--- config.mk ---
export PLATFORM = sky130hd
export DESIGN_NAME = par3_fir
export DESIGN_NICKNAME = d
export VERILOG_FILES = /design/src/rtl/par3_fir_pkg.sv /design/src/rtl/par3_fir_hist.sv /design/src/rtl/par3_fir_lane.sv /design/src/rtl/par3_fir_oreg.sv /design/src/rtl/par3_fir.sv
export SDC_FILE = /design/constraint.sdc
export NUM_CORES = 2
export LEC_CHECK = 0
export BUFFER_PORTS_ARGS = -buffer_cell sky130_fd_sc_hd__buf_2
export CORE_ASPECT_RATIO = 1.1
export CORE_MARGIN = 2
export CORE_UTILIZATION = 68
export DETAILED_ROUTE_END_ITERATION = 6
export GPL_TIMING_DRIVEN = 0
export PLACE_DENSITY_LB_ADDON = 0.2
export SLEW_MARGIN = 5
export SYNTH_ARGS = -nofsm -noshare
export SYNTH_HDL_FRONTEND = slang
export SYNTH_HIERARCHICAL = 1
export SYNTH_SLANG_ARGS = --single-unit
--- constraint.sdc ---
create_clock -name clk -period 10 [get_ports clk]
set_input_delay 0.5 -clock clk [delete_from_list [all_inputs] [get_ports clk]]
set_output_delay 0.5 -clock clk [all_outputs]
set_load 0.01 [all_outputs]
--- src/rtl/par3_fir_pkg.sv ---
package par3_fir_pkg;

    // Sample and coefficient precision
    localparam int SAMPLE_W  = 16;
    localparam int COEF_W    = 16;
    // Filter length and block size
    localparam int NUM_TAPS  = 3;
    localparam int BLK_LANES = 3;
    // Derived widths: full product plus guard bits for the tap sum
    localparam int PROD_W    = SAMPLE_W + COEF_W;
    localparam int GUARD_W   = $clog2(NUM_TAPS);
    localparam int SUM_W     = PROD_W + GUARD_W;
    // Samples kept from the previous block
    localparam int HIST_D    = NUM_TAPS - 1;

    typedef logic signed [SAMPLE_W-1:0] sample_t;
    typedef logic signed [COEF_W-1:0]   coef_t;
    typedef logic signed [SUM_W-1:0]    sum_t;

endpackage

--- src/rtl/par3_fir_hist.sv ---
// Block-delay store: keeps the newest HIST samples of the last accepted block.
// taps[0] is the sample just before the current block, taps[1] the one before it.
module par3_fir_hist
    import par3_fir_pkg::*;
#(
    parameter int LANES = BLK_LANES,
    parameter int HIST  = HIST_D
) (
    input  logic                  clk,
    input  logic                  rst_n,
    input  logic                  adv,
    input  sample_t [LANES-1:0]   blk,
    output sample_t [HIST-1:0]    taps
);

    typedef struct packed {
        sample_t [HIST-1:0] taps;
    } hist_st;

    hist_st st_d, st_q;

    always_comb begin
        st_d = st_q;
        if (adv) begin
            for (int i = 0; i < HIST; i++) begin
                st_d.taps[i] = blk[LANES-1-i];
            end
        end
    end

    always_ff @(posedge clk or negedge rst_n) begin
        if (!rst_n) begin
            st_q <= '0;
        end else begin
            st_q <= st_d;
        end
    end

    assign taps = st_q.taps;

endmodule

--- src/rtl/par3_fir_lane.sv ---
// One output lane: a full-precision sum of products over a tap window.
// win[0] is the newest sample of the window.
module par3_fir_lane
    import par3_fir_pkg::*;
#(
    parameter int TAPS = NUM_TAPS
) (
    input  sample_t [TAPS-1:0] win,
    input  coef_t   [TAPS-1:0] coef,
    output sum_t               sum
);

    sum_t acc;

    always_comb begin
        acc = '0;
        for (int t = 0; t < TAPS; t++) begin
            acc = acc + sum_t'(win[t]) * sum_t'(coef[t]);
        end
    end

    assign sum = acc;

endmodule

--- src/rtl/par3_fir_oreg.sv ---
// Output stage: registers the lane sums on accepted blocks and delays valid.
module par3_fir_oreg
    import par3_fir_pkg::*;
#(
    parameter int LANES = BLK_LANES
) (
    input  logic               clk,
    input  logic               rst_n,
    input  logic               vld,
    input  sum_t [LANES-1:0]   sums,
    output logic               vld_out,
    output sum_t [LANES-1:0]   data_out
);

    typedef struct packed {
        logic             vld;
        sum_t [LANES-1:0] data;
    } oreg_st;

    oreg_st st_d, st_q;

    always_comb begin
        st_d     = st_q;
        st_d.vld = vld;
        if (vld) begin
            st_d.data = sums;
        end
    end

    always_ff @(posedge clk or negedge rst_n) begin
        if (!rst_n) begin
            st_q <= '0;
        end else begin
            st_q <= st_d;
        end
    end

    assign vld_out  = st_q.vld;
    assign data_out = st_q.data;

endmodule

--- src/rtl/par3_fir.sv ---
// Block-parallel three-tap FIR: LANES samples in, LANES results out per clock.
// The structure requires HIST_D <= LANES.
module par3_fir
    import par3_fir_pkg::*;
#(
    parameter int    LANES  = BLK_LANES,
    parameter coef_t COEF_A = 16'sh8000,
    parameter coef_t COEF_B = 16'sh8ACF,
    parameter coef_t COEF_C = 16'sh9685
) (
    input  logic                      clk,
    input  logic                      rst_n,
    input  logic                      in_valid,
    input  logic [LANES*SAMPLE_W-1:0] in_data,
    output logic                      out_valid,
    output logic [LANES*SUM_W-1:0]    out_data
);

    localparam int TAPS = NUM_TAPS;
    localparam int HIST = HIST_D;
    // Index 0 multiplies the newest sample of each window
    localparam coef_t [TAPS-1:0] COEFS = {COEF_C, COEF_B, COEF_A};

    sample_t [LANES-1:0] blk;
    sample_t [HIST-1:0]  hist;
    sum_t    [LANES-1:0] sums;
    sum_t    [LANES-1:0] res;

    assign blk = in_data;

    par3_fir_hist #(
        .LANES (LANES),
        .HIST  (HIST)
    ) u_hist (
        .clk   (clk),
        .rst_n (rst_n),
        .adv   (in_valid),
        .blk   (blk),
        .taps  (hist)
    );

    for (genvar j = 0; j < LANES; j++) begin : g_lane
        sample_t [TAPS-1:0] win;
        for (genvar t = 0; t < TAPS; t++) begin : g_tap
            if (j >= t) begin : g_cur
                assign win[t] = blk[j-t];
            end else begin : g_old
                assign win[t] = hist[t-j-1];
            end
        end
        par3_fir_lane #(
            .TAPS (TAPS)
        ) u_lane (
            .win  (win),
            .coef (COEFS),
            .sum  (sums[j])
        );
    end

    par3_fir_oreg #(
        .LANES (LANES)
    ) u_oreg (
        .clk      (clk),
        .rst_n    (rst_n),
        .vld      (in_valid),
        .sums     (sums),
        .vld_out  (out_valid),
        .data_out (res)
    );

    assign out_data = res;

endmodule

**After elaboration in Yosys (flattened, before gate mapping)**

Cells that the tools add are included.

- Flip-flop bits (word level): 135

- Add/sub/neg operators: 9
- Multipliers: 6

Operators with widths:

| operator | number |
|---|---|
| adder 34 bit | 6 |
| multiplier 16 x 16 -> 32 bit (second input constant) | 6 |
| negation 16 -> 19 bit | 3 |

**Depth between registers and ports, before layout**

- Word-level depth: 3
- Mapped depth: 30
- Mapped depth without buffers: 29

**Modules after synthesis**

The synthesis kept the hierarchy.

By module, submodules not included:

| module | times used | cells each | area an instance (µm²) | seq. area each (µm²) |
|---|---|---|---|---|
| par3_fir_lane (g_lane[0].u_lane ...) | 2 | 3228 | 30615.6 | 0.0 |
| par3_fir_lane (g_lane[2].u_lane) | 1 | 3219 | 30601.8 | 0.0 |
| par3_fir_oreg | 1 | 216 | 4134.0 | 2577.5 |
| par3_fir_hist | 1 | 68 | 1345.0 | 800.8 |
| par3_fir | 1 | 2 | 7.5 | 0.0 |

**Worst setup path after synthesis**

Ideal clock, no wire load.

- Kind: register -> register
- Start point: register u_hist.st_q, in the netlist u_hist/taps[15]
- End point: register u_oreg.st_q, in the netlist u_oreg/data_out[64]
- Library setup time: 125 ps
- Arrival time: 8119 ps
- Data required time: 9875 ps
- Setup slack: 1755 ps
- Cell stages (with the launch flop): 27
- Path buffers: 1
- Cells stage by stage: dfrtp_1 > clkbuf_1 > nand2_1 > fa_1 > fa_1 > inv_1 > fa_1 > inv_1 > fa_1 > inv_1 > fa_1 > fa_1 > fa_1 > fa_1 > inv_1 > fa_1 > inv_1 > ha_1 > and3_1 > and2_1 > a221oi_2 > o31ai_2 > a2111oi_4 > o31ai_1 > a21oi_1 > xnor2_1 > mux2_4

RTL lines:

| what | RTL line | RTL |
|---|---|---|
| start: declaration | par3_fir_hist.sv:20 | `hist_st st_d, st_q;` |
| start signal: assignment | par3_fir_hist.sv:35 | `st_q <= st_d;` |
| end signal: assignment | par3_fir_oreg.sv:34 | `st_q <= st_d;` |
| end: declaration | par3_fir_oreg.sv:20 | `oreg_st st_d, st_q;` |

==> flow_summary.html <==
<table>
<tr><th>Metric</th><th>Value</th></tr>
<tr><th colspan="2">Floorplan</th></tr>
<tr><td>Vert. Die Dim</td><td>400.8 um</td></tr>
<tr><td>Width of the die</td><td>364.7 um</td></tr>
<tr><td># rows</td><td>145</td></tr>
<tr><td>I/O pin total</td><td>154</td></tr>
<tr><td>Initial cell density of the core</td><td>68.51%</td></tr>
<tr><td>Die footprint</td><td>146200 um2</td></tr>
<tr><td>Placeable core area</td><td>142100 um2</td></tr>
<tr><th colspan="2">Run status</th></tr>
<tr><td>Outcome</td><td>complete, but fails checks</td></tr>
<tr><td>Failing checks</td><td>design-rule violations</td></tr>
<tr><th colspan="2">Timing</th></tr>
<tr><td>Number of endpoints failing setup at the final stage</td><td>0</td></tr>
<tr><td>Relative slew slack</td><td>15.87%</td></tr>
<tr><td>Fin Hold WS</td><td>164.6 ps</td></tr>
<tr><td>Final setup TNS</td><td>0 ps</td></tr>
<tr><td>Number of hold-slack violations in the final timing report</td><td>0</td></tr>
<tr><td>Final-report max-slew violation count</td><td>0</td></tr>
<tr><td>Slew @ Worst Pin</td><td>1262 ps</td></tr>
<tr><td>RSZ-0062 raised after global routing</td><td>true</td></tr>
<tr><td>Maximum achievable frequency</td><td>0.1019 GHz</td></tr>
<tr><td>Final period util</td><td>98.10%</td></tr>
<tr><td>Worst clock skew</td><td>41.91 ps</td></tr>
<tr><td>Crit path time final</td><td>9810 ps</td></tr>
<tr><td>Final worst setup slack</td><td>190.4 ps</td></tr>
<tr><th colspan="2">Synth</th></tr>
<tr><td>Unique masters post-synth</td><td>69</td></tr>
<tr><td>Yosys top cell area share</td><td>57.52%</td></tr>
<tr><td>Leading cell types by total area after synthesis</td><td>sky130_fd_sc_hd__fa_1, sky130_fd_sc_hd__inv_1, sky130_fd_sc_hd__ha_1</td></tr>
<tr><td>Number of synthesis warnings</td><td>6</td></tr>
<tr><td>Share of flip-flops with an asynchronous set or reset after synthesis</td><td>100.0%</td></tr>
<tr><td>Mapped cell area</td><td>97320 um2</td></tr>
<tr><td>Mean post-synth cell area</td><td>9.770 um2</td></tr>
<tr><td>Yosys top cell by area</td><td>sky130_fd_sc_hd__fa_1</td></tr>
<tr><td>Synthesized flop and latch total</td><td>135</td></tr>
<tr><td>Number of enable flip-flop cells after synthesis</td><td>0</td></tr>
<tr><td>Sequential-to-total area share from yosys stat</td><td>3.471%</td></tr>
<tr><td>Synth Instances</td><td>9961</td></tr>
<tr><td>Main flop type after synthesis</td><td>sky130_fd_sc_hd__dfrtp_1</td></tr>
<tr><th colspan="2">Clock network</th></tr>
<tr><td>TritonCTS sink count</td><td>135</td></tr>
<tr><td>Inserted Clock Buffers</td><td>17</td></tr>
<tr><td>H-tree Lvls</td><td>4</td></tr>
<tr><td>Root Buffer Master</td><td>sky130_fd_sc_hd__clkbuf_16</td></tr>
<tr><td>Clock transition at the register clock pins on the worst setup and hold paths after CTS</td><td>120 ps</td></tr>
<tr><td>TritonCTS clock tree</td><td>done</td></tr>
<tr><td>Clock latency on the worst-skew pair</td><td>600 ps</td></tr>
<tr><td>Number of buffers between clock root and the deepest sink</td><td>2</td></tr>
<tr><th colspan="2">Global route</th></tr>
<tr><td>Via count of the first global-routing pass</td><td>77720</td></tr>
<tr><td>First-pass GRT wire length</td><td>420.6 mm</td></tr>
<tr><td>Met3 Use GR</td><td>7.300%</td></tr>
<tr><td>Gr busiest metal</td><td>met2</td></tr>
<tr><td>Final global-route overflow total</td><td>0</td></tr>
<tr><td>Maximum number of pins on one net before global-route repair</td><td>88</td></tr>
<tr><td>Met1 Track Usage GR</td><td>46.25%</td></tr>
<tr><td>Initial antenna violation count</td><td>28</td></tr>
<tr><td>Total global routing track utilization</td><td>38.89%</td></tr>
<tr><td>Met2 capacity usage during global routing</td><td>64.40%</td></tr>
<tr><th colspan="2">Detailed routing</th></tr>
<tr><td>DRT Wirelength</td><td>263.3 mm</td></tr>
<tr><td>Via count normalized by instance count</td><td>5.156</td></tr>
<tr><td>Drc violations</td><td>11</td></tr>
<tr><td>Via Count</td><td>67500</td></tr>
<tr><td>First-iteration detailed-routing DRC count</td><td>4483</td></tr>
<tr><td>Iteration count of the initial detailed-routing pass</td><td>7</td></tr>
<tr><td>Detail Route Antenna Nets</td><td>0</td></tr>
<tr><td>WL/cell</td><td>20.11 um</td></tr>
<tr><th colspan="2">Placement</th></tr>
<tr><td>Final GP Congestion</td><td>0.9802</td></tr>
<tr><td>Post-detail-place hpwl</td><td>227.3 mm</td></tr>
<tr><td>Port-buffer cells</td><td>153</td></tr>
<tr><td>Cell Area, Placed</td><td>104300 um2</td></tr>
<tr><td>Post-placement worst setup slack</td><td>-824.2 ps</td></tr>
<tr><th colspan="2">Hold path</th></tr>
<tr><td>Hold depth</td><td>1</td></tr>
<tr><td>Worst hold path startpoint</td><td>in_valid</td></tr>
<tr><td>Path category of the worst min-delay check</td><td>in -&gt; reg</td></tr>
<tr><td>Worst Hold Endpoint</td><td>u_oreg/vld_out</td></tr>
<tr><th colspan="2">Critical path</th></tr>
<tr><td>Worst reg2reg path depth</td><td>23</td></tr>
<tr><td>Endpoint of the worst register-to-register path</td><td>u_oreg/data_out[24]</td></tr>
<tr><td>Origin of the critical flop-to-flop path</td><td>u_hist/taps[12]</td></tr>
<tr><td>Max FO, Critical Path</td><td>15</td></tr>
<tr><td>Critical path endpoint category</td><td>flop</td></tr>
<tr><td>Category of the critical setup timing path</td><td>reg -&gt; reg</td></tr>
<tr><td>Critical path required time</td><td>10540 ps</td></tr>
<tr><td>Flop2flop setup slack</td><td>190 ps</td></tr>
<tr><td>Critical path startpoint category</td><td>flop</td></tr>
<tr><td>Data arrival time of the critical path</td><td>10350 ps</td></tr>
<tr><th colspan="2">Layout</th></tr>
<tr><td>Finished layout cell area</td><td>105000 um2</td></tr>
<tr><td>Ratio of cells with drive above 1 in the final layout</td><td>3.315%</td></tr>
<tr><td>Total Nets Final</td><td>14600</td></tr>
<tr><td>Top library cells by usage in the layout, fill and taps aside</td><td>sky130_fd_sc_hd__inv_1, sky130_fd_sc_hd__fa_1, sky130_fd_sc_hd__and2_1</td></tr>
<tr><td>Most common library cell in the layout ignoring fill and taps</td><td>sky130_fd_sc_hd__inv_1</td></tr>
<tr><td>Area added between synthesis and finish</td><td>7.940%</td></tr>
<tr><th colspan="2">Flow run</th></tr>
<tr><td>MaxCap Viol Count</td><td>0</td></tr>
</table>
-- routing by layer --
metal | vias up | share of wire [%]
li1 | 29090 | -
met1 | 34720 | 34
met2 | 2782 | 50
met3 | 897 | 7.7
met4 | 12 | 7.9
met5 | - | 0.032
-- logic make-up (layout without fill, tap and decap cells) --
logic type	after synthesis	in the layout	share of synthesized area [%]
adder cells (fa/ha/maj)	3399	3399	65.27
buffers and inverters	3435	3622	13.38
multiplexers	134	134	1.975
other	2	1036	0.007717
AO/OA/AOI/OAI	247	247	1.773
AND/OR/NAND/NOR	2468	2468	12.86
XOR/XNOR	141	141	1.269
flip-flops	135	135	3.471
-- critical path, stage by stage, from the launching register on --
cell                       delay [ps]
sky130_fd_sc_hd__dfrtp_1         1190
sky130_fd_sc_hd__clkbuf_1         690
sky130_fd_sc_hd__nand2_1          150
sky130_fd_sc_hd__fa_1             490
sky130_fd_sc_hd__fa_1             540
sky130_fd_sc_hd__inv_1             50
sky130_fd_sc_hd__fa_1             500
sky130_fd_sc_hd__fa_1             580
sky130_fd_sc_hd__fa_1             470
sky130_fd_sc_hd__fa_1             540
sky130_fd_sc_hd__fa_1             440
sky130_fd_sc_hd__fa_1             510
sky130_fd_sc_hd__inv_1             60
sky130_fd_sc_hd__fa_1             560
sky130_fd_sc_hd__inv_1             60
sky130_fd_sc_hd__ha_1             370
sky130_fd_sc_hd__and3_1           260
sky130_fd_sc_hd__nand4_1          160
sky130_fd_sc_hd__o31ai_4          710
sky130_fd_sc_hd__a311oi_1         270
sky130_fd_sc_hd__o31ai_1          280
sky130_fd_sc_hd__a21oi_1          120
sky130_fd_sc_hd__xnor2_1          490
sky130_fd_sc_hd__mux2_4           250
-- through the flow --
step	cells	util, %
6_report	13090	73.95
5_1_grt	13070	73.91
4_1_cts	13070	73.90
3_5_place_dp	13040	73.43
3_3_place_gp	13040	73.40
2_1_floorplan	10970	-
-- what timing repair did --
item / CTS / global route
buffers inserted: 0 / 0
endpoints found under the setup margin: 26 / 14
hold endpoints to repair: 48 / 0
gates resized for setup: 6 / 4
hold buffers: 1 / 0
-- flip-flops by register name (all words and copies together), names as in the netlist --
signal and flops:
u_oreg/data_out 102, u_hist/taps 32, u_oreg/vld_out 1
-- Yosys cell counts, drive strengths merged (6+ instances only) --
master / number
a21oi: 74
mux2: 134
or3: 7
xnor2: 108
o21bai: 19
or2: 6
nor2b: 43
o31ai: 10
nand4: 8
nand2: 1101
nor3: 14
and2: 1105
fa: 2796
o21ai: 44
o21a: 15
nor2: 77
o211ai: 8
nand2b: 80
a21o: 27
dfrtp: 135
buf: 22
ha: 603
a211oi: 9
clkbuf: 286
inv: 3127
nand3: 16
xor2: 33
-- cell type report --
| cell class | instances | area (um2) |
|---|---|---|
| clock buffers | 17 | 425.4 |
| well taps | 1911 | 2391 |
| repair buffers | 155 | 813.3 |
| diodes | 22 | 55.05 |
| inverters | 3127 | 11740 |
| multi-input cells | 7403 | 84750 |
| clock inverters | 15 | 206.4 |
| flip-flops and latches | 135 | 3379 |
| plain buffers | 308 | 1286 |
| fillers | 10500 | 37010 |
-- worst max-delay path by stage --
stage / start / endpoint / slack (ps)
2_1_floorplan: u_hist/taps[15] / u_oreg/data_out[64] / 1760
4_1_cts: in_data[15] / u_oreg/data_out[100] / 170
6_report: u_hist/taps[12] / u_oreg/data_out[24] / 190
3_5_place_dp: u_hist/taps[31] / u_oreg/data_out[24] / -820
5_1_grt: u_hist/taps[15] / u_oreg/data_out[33] / -70
3_3_place_gp: u_hist/taps[31] / u_oreg/data_out[24] / -730
Power is left out: the tool's default activity adds up to more than one toggle a clock period on the data nets, which glitch-free logic cannot reach.
